File: src/rtl/spi_psc_pkg.sv
package spi_psc_pkg;
  localparam int CODE_W   = 8;
  localparam int FACT_W   = 4;
  localparam int EXP_W    = 3;
  localparam int MIN_DIV  = 4;
  localparam int CMP_BASE = 16;
  localparam int MAX_DIV  = ((1 << FACT_W) - 1) * (1 << ((1 << EXP_W) - 1));
  localparam int DIV_W    = $clog2(MAX_DIV + 1);
  typedef logic [DIV_W-1:0]  div_t;
  typedef logic [CODE_W-1:0] code_t;
endpackage

File: src/rtl/psc_dec_compact.sv
module psc_dec_compact
  import spi_psc_pkg::*;
(
  input  code_t code,
  output div_t  div
);
  localparam int LW = 5;
  logic [LW-1:0] low;
  logic [LW-1:0] half;

  always_comb begin
    low  = code[LW-1:0];
    half = low - LW'(CMP_BASE);
    if (low < LW'(CMP_BASE + MIN_DIV / 2)) div = div_t'(MIN_DIV);
    else                                   div = div_t'({half, 1'b0});
  end
endmodule

File: src/rtl/psc_dec_wide.sv
module psc_dec_wide
  import spi_psc_pkg::*;
(
  input  code_t code,
  output div_t  div
);
  localparam int EXP_B0  = 4;
  localparam int EXP_HI  = 6;
  logic [FACT_W-1:0] fact;
  logic [EXP_W-1:0]  ex;
  div_t              prod;

  always_comb begin
    fact = (code[FACT_W-1:0] == '0) ? FACT_W'(1) : code[FACT_W-1:0];
    ex   = {code[EXP_HI+1], code[EXP_HI], code[EXP_B0]};
    prod = div_t'(fact) << ex;
    div  = (prod < div_t'(MIN_DIV)) ? div_t'(MIN_DIV) : prod;
  end
endmodule

File: src/rtl/psc_divider.sv
module psc_divider
  import spi_psc_pkg::*;
(
  input  logic clk,
  input  logic rst_n,
  input  logic load,
  input  div_t div_in,
  input  logic active,
  input  logic cpol,
  output logic sclk,
  output logic sclk_en
);
  div_t div_q;
  div_t cnt;
  div_t first_half;
  logic last;

  always_comb begin
    first_half = div_q - (div_q >> 1);
    last       = (cnt == div_q - div_t'(1));
    sclk       = active ? (cpol ^ (cnt >= first_half)) : cpol;
    sclk_en    = active & last;
  end

  always_ff @(posedge clk or negedge rst_n) begin
    if (!rst_n) begin
      div_q <= div_t'(MIN_DIV);
      cnt   <= '0;
    end else if (load) begin
      div_q <= div_in;
      cnt   <= '0;
    end else if (!active || last) begin
      cnt   <= '0;
    end else begin
      cnt   <= cnt + div_t'(1);
    end
  end

  assert_idle_level_R2: assert property (@(posedge clk) disable iff (!rst_n)
    !active |-> (sclk == cpol && !sclk_en));

  assert_period_restart_R8: assert property (@(posedge clk) disable iff (!rst_n)
    (active && $past(active) && $past(sclk_en) && !$past(load) && $stable(cpol))
      |-> (sclk == cpol && !sclk_en));

  assert_reload_clean_R9: assert property (@(posedge clk) disable iff (!rst_n)
    ($past(load) && active) |-> (sclk == cpol && !sclk_en));
endmodule

File: src/rtl/spi_clk_prescaler.sv
module spi_clk_prescaler
  import spi_psc_pkg::*;
#(
  parameter bit WIDE_CODE = 1'b0
) (
  input  logic              clk,
  input  logic              rst_n,
  input  logic              cfg_we,
  input  logic [CODE_W-1:0] cfg_code,
  input  logic              cpol,
  input  logic              active,
  output logic              sclk,
  output logic              sclk_en
);
  div_t dec_div;

  generate
    if (WIDE_CODE) begin : g_wide
      psc_dec_wide u_dec (.code(cfg_code), .div(dec_div));
    end else begin : g_compact
      psc_dec_compact u_dec (.code(cfg_code), .div(dec_div));
    end
  endgenerate

  psc_divider u_div (
    .clk     (clk),
    .rst_n   (rst_n),
    .load    (cfg_we),
    .div_in  (dec_div),
    .active  (active),
    .cpol    (cpol),
    .sclk    (sclk),
    .sclk_en (sclk_en)
  );

  assert_div_range_R7: assert property (@(posedge clk) disable iff (!rst_n)
    cfg_we |-> (dec_div >= div_t'(MIN_DIV) && dec_div <= div_t'(MAX_DIV)));
endmodule

File: config.mk
export PLATFORM = sky130hd
export DESIGN_NAME = spi_clk_prescaler
export DESIGN_NICKNAME = d
export VERILOG_FILES = /design/src/rtl/spi_psc_pkg.sv /design/src/rtl/psc_dec_compact.sv /design/src/rtl/psc_dec_wide.sv /design/src/rtl/psc_divider.sv /design/src/rtl/spi_clk_prescaler.sv
export SDC_FILE = /design/constraint.sdc
export NUM_CORES = 1
export LEC_CHECK = 0
export CAP_MARGIN = 20
export CORE_ASPECT_RATIO = 0.75
export CORE_UTILIZATION = 55
export CTS_BUF_LIST = sky130_fd_sc_hd__clkbuf_4 sky130_fd_sc_hd__clkbuf_8 sky130_fd_sc_hd__clkbuf_16
export CTS_CLUSTER_DIAMETER = 80
export DETAILED_ROUTE_END_ITERATION = 8
export PLACE_DENSITY = 0.78
export SLEW_MARGIN = 10
export SYNTH_ARGS = -nofsm -noshare
export SYNTH_HDL_FRONTEND = slang
export SYNTH_SLANG_ARGS = --single-unit
File: constraint.sdc
create_clock -name clk -period 8.8 [get_ports clk]
set_input_delay 1.76 -clock clk [delete_from_list [all_inputs] [get_ports clk]]
set_output_delay 1.76 -clock clk [all_outputs]
set_load 0.01 [all_outputs]
==> results.tsv <==
stage	metric	value	unit
synth	Cell variety after synth	36	
synth	syn avg cell area	9.24	um^2
sta	Max Freq	0.178	GHz
finish	footprint of the multi-input gates	902	um^2
critical_path	WP depth	14	
floorplanning	I/O Pins	15	
power_and_ir_drop	Combinational Power Share	0.300	
global_route	largest net degree at the start of global routing	17	
run	max-cap violation count	0	
critical_path	WP data required	7040	ps
cts	clock sink count	16	
min_path	hold path depth	2	
power_and_ir_drop	worst vdd ir	0.0825	mV
power_and_ir_drop	Pleak	0.720	nW
synth	mapped cell area	0.00137	mm^2
finish	register area	402	um^2
synth	Gate Count Post-Synth	148	
power_and_ir_drop	Flop pwr share	0.432	
cts	worst-skew pair later-pin latency	290	ps
critical_path	CP max stage delay	550	ps
finish	fill count	202	
cts	CTS tree	done	
global_route	GRT Total Usage	0.240	
cts	clock-pin slew on the worst setup and hold paths	100	ps
cts	CTS Buf Count	3	
critical_path	Worst Setup EP	sclk	
synth	Synth area leaders	dfrtp_1 (27%), ha_1 (20%), xnor2_1 (7.0%), xor2_1 (6.4%), nor2_1 (4.4%)	
synth	#FFs+latches synth	16	
critical_path	CP top delay family	compound AO/OA/AOI/OAI gates	
synth	Main synth FF type	dfrtp_1	
synth	Yosys top cell by area	dfrtp_1	
sta	final hold slack	616	ps
status	status	finished, final reports clean	
sta	Final setup viols	0	
drt	vias per cell	5.58	
finish	layout cell share with drive strength beyond 1	0.0621	
cts	hold buffer count at cts	0	
sta	Final min period	5610	ps
floorplanning	initial core utilization	0.588	
finish	most common cell after layout, fill and taps aside	ha_1	
place	PortBufs	11	
critical_path	r2r startpoint	u_div.div_q[2]	
sta	Slew headroom	0.523	
place	GPL Wtd Cong	0.798	
place	hpwl dp	2.16	mm
floorplanning	Die H	45.2	um
min_path	hold crit path type	flip-flop to flip-flop	
sta	Final Max Tran Viols	0	
synth	YS warnings	0	
drt	via count	1089	
drt	DR iter-0 viols	37	
floorplanning	Row Count	15	
finish	# diodes	0	
finish	Layout Utilization	0.661	
cts	H-tree depth	1	
min_path	Worst Hold Launch	u_div.div_q[2]	
critical_path	worst flop-to-flop path endpoint	u_div.cnt[6]	
floorplanning	die footprint	0.00269	mm^2
critical_path	Worst Reg-to-Reg Cells	9	
power_and_ir_drop	PwrDens	118	mW/mm^2
power_and_ir_drop	Clock Power Share	0.267	
sta	RSZ-0062 raised after global routing	no	
drt	routed length per instance	13.9	um
sta	Worst Skew	12.5	ps
critical_path	Worst Setup SP	u_div.div_q[2]	
critical_path	Critical Path Fanout Max	5	
finish	final net count	197	
synth	Async S/R FF share, synth	1.00	
critical_path	reg2reg setup slack	6300	ps
global_route	first-pass GRT wire length	4.74	mm
synth	Synthesized Nets	183	
critical_path	Slowest-stage cell, CP	clkdlybuf4s50_1	
sta	setup TNS	0	ps
critical_path	Arr. time, crit path	3850	ps
floorplanning	die width	59.6	um
critical_path	worst path buffer plus inverter count	2	
cts	PostCTS Resize Cnt	0	
floorplanning	core footprint	0.00233	mm^2
power_and_ir_drop	sw frac	0.306	
drt	Pre-antenna DRT Iters	4	
critical_path	Crit Path Category	flip-flop to output pin	
synth	share of the synthesized area in the top cell type	0.274	
finish	P&R area growth vs syn	12.4	%
cts	postcts setup bufs	0	
drt	Antenna Nets Post-Route	0	
cts	Clock Root Buffer	clkbuf_4	
critical_path	kind of end point of the critical path	output pin	
cts	Bufs on Longest Clock Path	2	
global_route	grt total ovfl	0	
power_and_ir_drop	Switching Power	0.0555	mW
synth	sequential share of the synthesized area	0.294	
critical_path	startpoint types	flip-flop	
sta	measured slew at the worst slew-check pin	714	ps
synth	EDFF count, synth	0	
global_route	number of global-route vias before repair	1043	
power_and_ir_drop	Internal Pwr Total	0.126	mW
global_route	initial antenna violation count	0	
critical_path	worst-path cell chain	inv_1 -> ha_1 -> o21bai_1 -> a21oi_1 -> o21bai_1 -> a21oi_1 -> xnor2_1 -> ha_1 -> and3_1 -> a221oi_1 -> o21a_1 -> o21ai_0 -> xor2_1 -> clkdlybuf4s50_1	
sta	crit share post-route	0.637	
finish	highest-count cells in the layout ignoring fill and taps	ha_1 (22), nor2_1 (16), dfrtp_1 (15)	
drt	Post-Route WL	2.71	mm
drt	Post-route DRC	0	
sta	endpoints failing hold	0	
[registers in the layout, summed over array words and instances, names as in the netlist]
name	cells
u_div.cnt	11
u_div.div_q	5
[area by class of cell]
cell class	instances	share of cell area
sequential	16	0.261
inverter	12	0.0293
tap	34	0.0277
clock buffer	4	0.0236
timing repair buffer	11	0.0716
multi-input combinational	118	0.587
[stage by stage]
step | cells | setup slack, ps | power (mW) | area [um^2]
final | 195 | 3190 | 0.181 | 1540
after detailed placement | 191 | 3530 | 0.134 | 1500
after CTS | 195 | 3170 | 0.184 | 1540
after global placement | 191 | 3630 | 0.132 | 1500
after global routing | 195 | 2900 | 0.196 | 1540
after floorplan | 148 | 4330 | 0.118 | 1370
[cells by family after synthesis]
logic type	Yosys count	synth area share
AOI/OAI and AO/OA	27	0.145
xor gates and xnor gates	21	0.134
adders and majority gates	22	0.201
buffers and inverters	14	0.0467
DFF	16	0.294
muxes	1	0.00732
and+or+nand+nor	47	0.171
[how the worst min path moves through the flow]
stage	to
2_1_floorplan	u_div.div_q[2]
3_3_place_gp	u_div.cnt[10]
3_5_place_dp	u_div.cnt[10]
4_1_cts	u_div.cnt[10]
5_1_grt	u_div.div_q[2]
6_report	u_div.div_q[2]
[worst register-to-register path, cell delays in order (launching register included)]
cell      delay (ps)
dfstp_2          540
inv_1             90
ha_1             260
and2_1           170
ha_1             180
xor2_1           140
a211oi_1         290
o211ai_2         190
o31ai_4          400
nor2_1           100
[power by group through the flow]
stage | sequential (mW) | combinational [mW] | clock [mW]
after floorplan | 0.0789 | 0.0393 | 0
after global placement | 0.0795 | 0.0522 | 0
after detailed placement | 0.0797 | 0.0541 | 0
after CTS | 0.0783 | 0.0549 | 0.0512
after global routing | 0.0785 | 0.0625 | 0.0547
final | 0.0783 | 0.0544 | 0.0485
[synth_stat cells, types with 2 or more instances]
cell,n
a211oi_1,2
a21o_1,2
a21oi_1,4
and2_1,3
dfrtp_1,15
ha_1,22
inv_1,12
nand2_1,7
nand2b_1,2
nand3_1,7
nand4_1,3
nor2_1,16
nor2b_1,3
o21ai_0,8
o21bai_1,2
xnor2_1,11
xor2_1,10
[metal layers]
metal | track usage | vias to the layer above | part of all wire
li1 | - | 542 | -
met1 | 0.331 | 522 | 0.52
met2 | 0.384 | 21 | 0.44
met3 | 0.0544 | 4 | 0.034
met4 | 0.0605 | 0 | 0.0092
met5 | 0 | - | 0
Power figures use the tool's default switching activity.
